File: src/rtl/sd_clk_pkg.sv
package sd_clk_pkg;
   localparam int DIV_LO_W = 8;
   localparam int DIV_HI_W = 2;
   localparam int DIV_W    = DIV_LO_W + DIV_HI_W;
   localparam int CTRL_W   = 16;

   typedef struct packed {
      logic [DIV_LO_W-1:0] div_lo;
      logic [DIV_HI_W-1:0] div_hi;
      logic                sd_en;
      logic                ice;
   } ctrl_t;

   // Half period for the power-of-two code: highest set bit wins.
   function automatic logic [DIV_W-1:0] pow2_half(input logic [DIV_LO_W-1:0] code);
      logic [DIV_W-1:0] res;
      res = '0;
      for (int i = 0; i < DIV_LO_W; i++) begin
         if (code[i]) res = DIV_W'(1) << i;
      end
      return res;
   endfunction
endpackage

File: src/rtl/sd_clk_regs.sv
module sd_clk_regs
   import sd_clk_pkg::*;
#(
   parameter int RST_CYCLES = 4
) (
   input  logic              clk,
   input  logic              rst_n,
   input  logic              wr_en,
   input  logic [CTRL_W-1:0] wr_data,
   input  logic              rst_all_req,
   output ctrl_t             ctrl_q,
   output logic              restart,
   output logic              busy_q
);
   localparam int BC_W = (RST_CYCLES > 1) ? $clog2(RST_CYCLES) : 1;

   logic [BC_W-1:0] bcnt_q;
   ctrl_t           ctrl_nxt;
   logic            accept;
   logic            unused_bits;

   assign unused_bits = ^{wr_data[5:3], wr_data[1]};

   always_comb begin
      ctrl_nxt.div_lo = wr_data[15:8];
      ctrl_nxt.div_hi = wr_data[7:6];
      ctrl_nxt.sd_en  = wr_data[2];
      ctrl_nxt.ice    = wr_data[0];
   end

   assign accept  = wr_en && !busy_q && !rst_all_req;
   assign restart = accept && ctrl_nxt.ice &&
                    (!ctrl_q.ice || {ctrl_nxt.div_hi, ctrl_nxt.div_lo} != {ctrl_q.div_hi, ctrl_q.div_lo});

   always_ff @(posedge clk or negedge rst_n) begin
      if (!rst_n) begin
         ctrl_q <= '0;
         busy_q <= 1'b0;
         bcnt_q <= '0;
      end else if (!busy_q && rst_all_req) begin
         ctrl_q <= '0;
         busy_q <= 1'b1;
         bcnt_q <= '0;
      end else if (busy_q) begin
         if (bcnt_q == BC_W'(RST_CYCLES - 1)) busy_q <= 1'b0;
         else                                 bcnt_q <= bcnt_q + 1'b1;
      end else if (accept) begin
         ctrl_q <= ctrl_nxt;
      end
   end

   a_r9_ctrl_cleared : assert property (@(posedge clk) disable iff (!rst_n)
      $rose(busy_q) |-> ctrl_q == '0);
   a_r9_write_ignored : assert property (@(posedge clk) disable iff (!rst_n)
      busy_q |=> $stable(ctrl_q));
   a_r1_write_lands : assert property (@(posedge clk) disable iff (!rst_n)
      accept |=> ctrl_q.ice == $past(wr_data[0]) && ctrl_q.sd_en == $past(wr_data[2]));
endmodule

File: src/rtl/sd_clk_stable.sv
module sd_clk_stable #(
   parameter int STABLE_CYCLES = 8
) (
   input  logic clk,
   input  logic rst_n,
   input  logic ice_q,
   input  logic restart,
   output logic stable_o
);
   localparam int SC_W = (STABLE_CYCLES > 1) ? $clog2(STABLE_CYCLES) : 1;

   logic [SC_W-1:0] cnt_q;
   logic            stable_q;

   always_ff @(posedge clk or negedge rst_n) begin
      if (!rst_n) begin
         cnt_q    <= '0;
         stable_q <= 1'b0;
      end else if (restart || !ice_q) begin
         cnt_q    <= '0;
         stable_q <= 1'b0;
      end else if (!stable_q) begin
         if (cnt_q == SC_W'(STABLE_CYCLES - 1)) stable_q <= 1'b1;
         else                                   cnt_q    <= cnt_q + 1'b1;
      end
   end

   assign stable_o = stable_q && ice_q;

   a_r3_restart_clears : assert property (@(posedge clk) disable iff (!rst_n)
      restart |=> !stable_o);
   a_r3_rise_needs_ice : assert property (@(posedge clk) disable iff (!rst_n)
      $rose(stable_o) |-> $past(ice_q));
endmodule

File: src/rtl/sd_clk_divsel.sv
module sd_clk_divsel
   import sd_clk_pkg::*;
#(
   parameter bit SUPPORT_POW2 = 1'b1
) (
   input  ctrl_t            ctrl,
   input  logic             ten_bit_mode,
   output logic [DIV_W-1:0] half,
   output logic             bypass
);
   logic [DIV_W-1:0] full_n;
   logic             ten_sel;
   logic             unused_mode;

   assign full_n = {ctrl.div_hi, ctrl.div_lo};

   generate
      if (SUPPORT_POW2) begin : g_both
         assign ten_sel     = ten_bit_mode;
         assign unused_mode = 1'b0;
      end else begin : g_ten_only
         assign ten_sel     = 1'b1;
         assign unused_mode = ten_bit_mode;
      end
   endgenerate

   always_comb begin
      if (ten_sel) begin
         bypass = (full_n == '0);
         half   = bypass ? DIV_W'(1) : full_n;
      end else begin
         bypass = (ctrl.div_lo == '0);
         half   = bypass ? DIV_W'(1) : pow2_half(ctrl.div_lo);
      end
   end
endmodule

File: src/rtl/sd_clk_div.sv
module sd_clk_div #(
   parameter int HALF_W = 10
) (
   input  logic              clk,
   input  logic              rst_n,
   input  logic              en,
   input  logic [HALF_W-1:0] half,
   output logic              div_q
);
   logic [HALF_W-1:0] hcnt_q;
   logic              term;

   assign term = (hcnt_q >= half - 1'b1);

   always_ff @(posedge clk or negedge rst_n) begin
      if (!rst_n) begin
         div_q  <= 1'b0;
         hcnt_q <= '0;
      end else if (div_q) begin
         if (term) begin
            div_q  <= 1'b0;
            hcnt_q <= '0;
         end else begin
            hcnt_q <= hcnt_q + 1'b1;
         end
      end else if (!en) begin
         hcnt_q <= '0;
      end else if (term) begin
         div_q  <= 1'b1;
         hcnt_q <= '0;
      end else begin
         hcnt_q <= hcnt_q + 1'b1;
      end
   end

   a_r8_stay_low : assert property (@(posedge clk) disable iff (!rst_n)
      (!div_q && !en) |=> !div_q);
   a_r6_rise_needs_en : assert property (@(posedge clk) disable iff (!rst_n)
      $rose(div_q) |-> $past(en));
endmodule

File: src/rtl/sd_clk_ctrl.sv
module sd_clk_ctrl
   import sd_clk_pkg::*;
#(
   parameter int STABLE_CYCLES = 8,
   parameter int RST_CYCLES    = 4,
   parameter bit SUPPORT_POW2  = 1'b1
) (
   input  logic        clk,
   input  logic        rst_n,
   input  logic        ten_bit_mode,
   input  logic        wr_en,
   input  logic [15:0] wr_data,
   input  logic        rst_all_req,
   output logic [15:0] rd_data,
   output logic        rst_all_busy,
   output logic        clk_stable,
   output logic        sd_clk_out
);
   generate
      if (STABLE_CYCLES < 1) begin : g_bad_stable
         $error("STABLE_CYCLES must be at least 1");
      end
      if (RST_CYCLES < 1) begin : g_bad_rst
         $error("RST_CYCLES must be at least 1");
      end
   endgenerate

   ctrl_t            ctrl_q;
   logic             restart;
   logic             stable;
   logic [DIV_W-1:0] half;
   logic             bypass;
   logic             div_en;
   logic             div_q;
   logic             byp_gate_q;

   sd_clk_regs #(.RST_CYCLES(RST_CYCLES)) u_regs (
      .clk(clk), .rst_n(rst_n), .wr_en(wr_en), .wr_data(wr_data),
      .rst_all_req(rst_all_req), .ctrl_q(ctrl_q), .restart(restart), .busy_q(rst_all_busy));

   sd_clk_stable #(.STABLE_CYCLES(STABLE_CYCLES)) u_stable (
      .clk(clk), .rst_n(rst_n), .ice_q(ctrl_q.ice), .restart(restart), .stable_o(stable));

   sd_clk_divsel #(.SUPPORT_POW2(SUPPORT_POW2)) u_divsel (
      .ctrl(ctrl_q), .ten_bit_mode(ten_bit_mode), .half(half), .bypass(bypass));

   assign div_en = ctrl_q.sd_en && stable && !bypass;

   sd_clk_div #(.HALF_W(DIV_W)) u_div (
      .clk(clk), .rst_n(rst_n), .en(div_en), .half(half), .div_q(div_q));

   // Pass-through gate changes only while the base clock is low.
   always_ff @(negedge clk or negedge rst_n) begin
      if (!rst_n) byp_gate_q <= 1'b0;
      else        byp_gate_q <= ctrl_q.sd_en && stable && bypass;
   end

   assign sd_clk_out = (clk && byp_gate_q) || div_q;
   assign clk_stable = stable;
   assign rd_data    = {ctrl_q.div_lo, ctrl_q.div_hi, 3'b000, ctrl_q.sd_en, stable, ctrl_q.ice};

   a_r7_div_idle_in_bypass : assert property (@(posedge clk) disable iff (!rst_n)
      (bypass && !div_q) |=> !div_q);
   a_r8_gate_needs_enable : assert property (@(negedge clk) disable iff (!rst_n)
      byp_gate_q |-> $past(ctrl_q.sd_en));
   a_r2_stable_bit_follows : assert property (@(posedge clk) disable iff (!rst_n)
      rd_data[1] == clk_stable);
endmodule

File: config.mk
export PLATFORM = sky130hd
export DESIGN_NAME = sd_clk_ctrl
export DESIGN_NICKNAME = d
export VERILOG_FILES = /design/src/rtl/sd_clk_pkg.sv /design/src/rtl/sd_clk_regs.sv /design/src/rtl/sd_clk_stable.sv /design/src/rtl/sd_clk_divsel.sv /design/src/rtl/sd_clk_div.sv /design/src/rtl/sd_clk_ctrl.sv
export SDC_FILE = /design/constraint.sdc
export NUM_CORES = 1
export LEC_CHECK = 0
export ABC_CLOCK_PERIOD_IN_PS = 3100
export BUFFER_PORTS_ARGS = -buffer_cell sky130_fd_sc_hd__buf_2
export CORE_MARGIN = 4
export CORE_UTILIZATION = 50
export DETAILED_ROUTE_END_ITERATION = 7
export PLACE_DENSITY = 0.76
export SLEW_MARGIN = 40
export SYNTH_ARGS = -nofsm -noshare
export SYNTH_HDL_FRONTEND = slang
export SYNTH_HIERARCHICAL = 1
export SYNTH_SLANG_ARGS = --single-unit
export TNS_END_PERCENT = 20
File: constraint.sdc
create_clock -name clk -period 3.1 [get_ports clk]
set_input_delay 0.775 -clock clk [delete_from_list [all_inputs] [get_ports clk]]
set_output_delay 0.775 -clock clk [all_outputs]
set_load 0.01 [all_outputs]
# After elaboration in Yosys (flattened, before gate mapping)
# Index checks and enable logic that the tools add are counted.
[op_classes]
n_addsub = 4
order_cmp = 1
n_eq_ne = 7
mux = 34
reduce_logical = 24
[ops]
columns = ["operator", "n"]
rows = [
  ["$mux 10", 5],
  ["$mux 12", 3],
  ["$mux 8", 2],
  ["$mux 1", 12],
  ["$mux 3", 4],
  ["$add 10x1->10 const B", 1],
  ["$ge 10x10->1", 1],
  ["$logic_and 1x1->1", 10],
  ["$logic_not 10->1", 1],
  ["$ne 10x10->1", 1],
  ["$sub 10x1->10 const B", 1],
  ["$logic_not 8->1", 1],
  ["$mux 2", 4],
  ["$mux 7", 1],
  ["$mux 6", 1],
  ["$reduce_and 2->1", 3],
  ["$mux 5", 1],
  ["$logic_not 1->1", 4],
  ["$mux 4", 1],
  ["$ne 2x1->1 const B", 2],
  ["$ne 2x2->1 const B", 2],
  ["$reduce_bool 2->1", 2],
  ["$add 3x1->3 const B", 1],
  ["$eq 3x3->1 const B", 1],
  ["3 further kinds", 5],
]
[totals]
register_bits = 31

# Longest topological paths before layout
[depth]
ltp_word = 15
depth_mapped = 15
mapped_depth_nobuf = 14

# Hierarchy
# Netlist, hierarchy kept.
[by_module_without_submodules]
columns = ["module", "n_inst", "cells_each", "area_each_um2", "seq_area_each_um2"]
rows = [
  ["sd_clk_div", 1, 94, 854.6, 275.3],
  ["sd_clk_regs", 1, 91, 843.3, 375.4],
  ["sd_clk_stable", 1, 19, 200.2, 100.1],
  ["sd_clk_divsel", 1, 21, 131.4, 0.0],
  ["sd_clk_ctrl", 1, 9, 82.6, 25.0],
]

==> run_results.csv <==
group,metric,value,unit
routing,vias,1856,
pwr,swShare,38.6,%
timing,rsz0062_at_grt,"true",
worst_setup_path,critPathKind,"flip-flop to output pin",
synthesis,synth_edf_count,0,
pwr,power.density,898,nW/µm²
placed_design,io_buffers,32,
global_routing,grt_pass1_vias,1901,
worst_setup_path,start_kind,"flip-flop",
synthesis,ys_seq_area_share,36.7,%
pwr,pwr-share-clk,19.6,%
synthesis,synth_cell_types,48,
cells_and_area,antenna-diode-count,0,
cells_and_area,layout-drive-gt1-share,37.8,%
timing,final_hold_viol_count,0,
clock_tree,path_clk_slew,0.07,ns
cells_and_area,final_common_cell,"buf_2",
timing,fin_ws,-0.243,ns
pwr,p_switching,0.00101,W
floorplan,die_x,73.0,µm
floorplan,ios,40,
timing,setup_viol,13,
worst_setup_path,cpLargestDelayFamily,"flip-flops",
synthesis,mappedNetlistArea,2110,µm²
floorplan,initial_core_util,52.4,%
worst_setup_path,required,2.32,ns
pwr,p_int,0.00160,W
worst_setup_path,slowest_delay,0.38,ns
timing,tns,-2.23,ns
routing,drc,0,
worst_setup_path,critPathBufInv,1,
global_routing,antenna_found_initial,0,
timing,worstMarginPinSlew,0.599,ns
timing,drv_slew,0,
cells_and_area,nets,331,
cells_and_area,final_cell_mix,"buf_2 (31), dfrtp_1 (29), buf_4 (23)",
worst_setup_path,worstPathMaxFanout,1,
pwr,seq_power_share,24.6,%
clock_tree,hold_buffers,0,
placed_design,dp_hpwl,3.35,mm
synthesis,avgSynthCellArea,9.03,µm²
clock_tree,clk_latency,0.41,ns
floorplan,fp.coreArea,4030,µm²
routing,drtAntennaViolNets,0,
synthesis,synth_cells,234,
routing,drt_first_iter_violations,64,
global_routing,grt_max_degree,31,
global_routing,grt_pass1_wl,8.63,mm
floorplan,die_area,5330,µm²
placed_design,place.gp.congestion,0.818,
global_routing,grt.total_usage,21.5,%
pwr,p_leak,1.33,nW
job,cap_violations,0,
synthesis,synth_seq_cells,31,
synthesis,ys_dominant_reg_cell,"dfrtp_1",
worst_setup_path,cp-end-kind,"output pin",
timing,skew,0.0219,ns
worst_setup_path,critPathSlowestCell,"dfrtn_1",
run_status,violations,"setup timing",
synthesis,synth_async_sr_flop_share,100,%
routing,finalWirelength,5.34,mm
pwr,combPwrFrac,55.8,%
cells_and_area,area_delta_synth_final,37.3,%
worst_setup_path,arrival,2.57,ns
floorplan,die_h,73.0,µm
routing,wl_per_cell,15.4,µm
routing,vias_per_cell,5.36,
pwr,ir_worst_vdd,0.000638,V
floorplan,placementRows,23,
timing,slew_headroom,60.1,%
synthesis,synth_warnings,6,
worst_setup_path,cp_cell_sequence,"a21o_1 -> buf_2",
pwr,p_total,0.00260,W
clock_tree,cts_tree,"yes",
routing,drt_pass1_iterations,4,
run_status,status,"complete, but fails checks",
global_routing,overflow,0,
worst_hold_path,hold_path.class,"input pin to async pin",
## per-stage QoR
step                std cells  worst slack [ns]  hold slack (ns)  util (%)  instance area, µm²
global route              346            -0.328            0.477      72.0                2900
finish                    346            -0.243            0.456      72.0                2900
CTS                       345            -0.272            0.465      68.7                2770
floorplan                 236            -0.122            0.450         -                2160
global placement          329            -0.436            0.473      61.2                2470
detailed placement        329            -0.522            0.497      61.2                2470
## cell type report
cell class / count / area (µm²)
fill: 288 / 1130
clock inverter: 2 / 35.0
multi-input combinational: 187 / 1460
tap: 50 / 62.6
clock buffer: 10 / 129
sequential: 31 / 777
inverter: 7 / 38.8
timing repair buffer: 59 / 398
## kinds of logic after synthesis
logic type / after synthesis / share of synthesized area (%)
and+or+nand+nor: 92 / 23.7
AOI/OAI and AO/OA: 48 / 12.9
DFF: 31 / 36.7
xor gates and xnor gates: 26 / 10.8
buffers and inverters: 18 / 5.33
adders and majority gates: 15 / 8.89
muxes: 3 / 1.54
other: 1 / 0.178
## Yosys cell counts (all sizes together), types with 2 or more instances
cell type   n  share of area (%)
nor3        5                1.4
nor2b      14                4.5
nor2       24                4.3
a211oi      2               0.71
and2        4                1.2
nor4        4                1.2
ha         15                8.9
dfrtp      30                 36
or3         2               0.59
and3        2               0.65
xor2       14                5.8
a21oi      17                4.0
buf         8                3.3
xnor2      12                5.0
clkbuf      2               0.36
or3b        2               0.83
a21boi      2               0.71
mux2        2                1.1
nand2      19                3.4
o21ai      19                4.5
nand2b      3               0.89
inv         7                1.2
a21o        2               0.71
nand3       4               0.95
o21a        3                1.1
## worst register-to-register path, delay by kind of cell, from the launching register on
family,cells,cell delay (ns)
adders and majority gates,1,0.33
AOI/OAI and AO/OA,2,0.41
xor gates and xnor gates,1,0.15
and+or+nand+nor,8,1.65
buffers and inverters,2,0.31
DFF,1,0.38
## power by group through the flow
stage	registers [W]	logic [W]	clock network, W
6_report	0.000641	0.00145	0.000511
5_1_grt	0.000662	0.00160	0.000546
4_1_cts	0.000630	0.00129	0.000525
3_5_place_dp	0.000633	0.00112	0.00000000169
3_3_place_gp	0.000630	0.00109	0.00000000169
## worst paths after layout
check	end	depth (start not counted)	start	slack, ns
min	u_div/hcnt_q[8]	2	rst_n	0.46
min in group clk	u_regs/bcnt_q[0]	1	u_regs/bcnt_q[0]	0.51
max in group asynchronous	byp_gate_q	1	rst_n	1.37
max reg2reg	u_div/hcnt_q[1]	14	u_regs/ctrl_q[11]	-0.20
max	sd_clk_out	2	byp_gate_q	-0.24
min reg2reg	u_regs/bcnt_q[0]	1	u_regs/bcnt_q[0]	0.51
## routing by layer
metal	share of wire [%]	global-route usage [%]	routed length, µm
met4	1.3	8.61	68
met3	4.7	7.58	250
met2	52	35.9	2800
met1	42	24.8	2220
met5	0	0	0
## sequential cells by signal (all words and copies together), names as in the netlist
| name | count |
|---|---|
| byp_gate_q | 1 |
| u_div/div_q | 1 |
| u_div/hcnt_q | 10 |
| u_regs/bcnt_q | 2 |
| u_regs/busy_q | 1 |
| u_regs/ctrl_q | 12 |
| u_stable/cnt_q | 3 |
| u_stable/stable_q | 1 |
## repair_timing
| item | in CTS | in global routing |
|---|---|---|
| endpoints found under the setup margin | 13 | 13 |
| buffers inserted | 4 | 1 |
| gates cloned | 1 | 0 |
| resized for setup | 25 | 23 |
| pin swaps | 17 | 13 |
No activity file was read; power rests on OpenSTA's default activity.
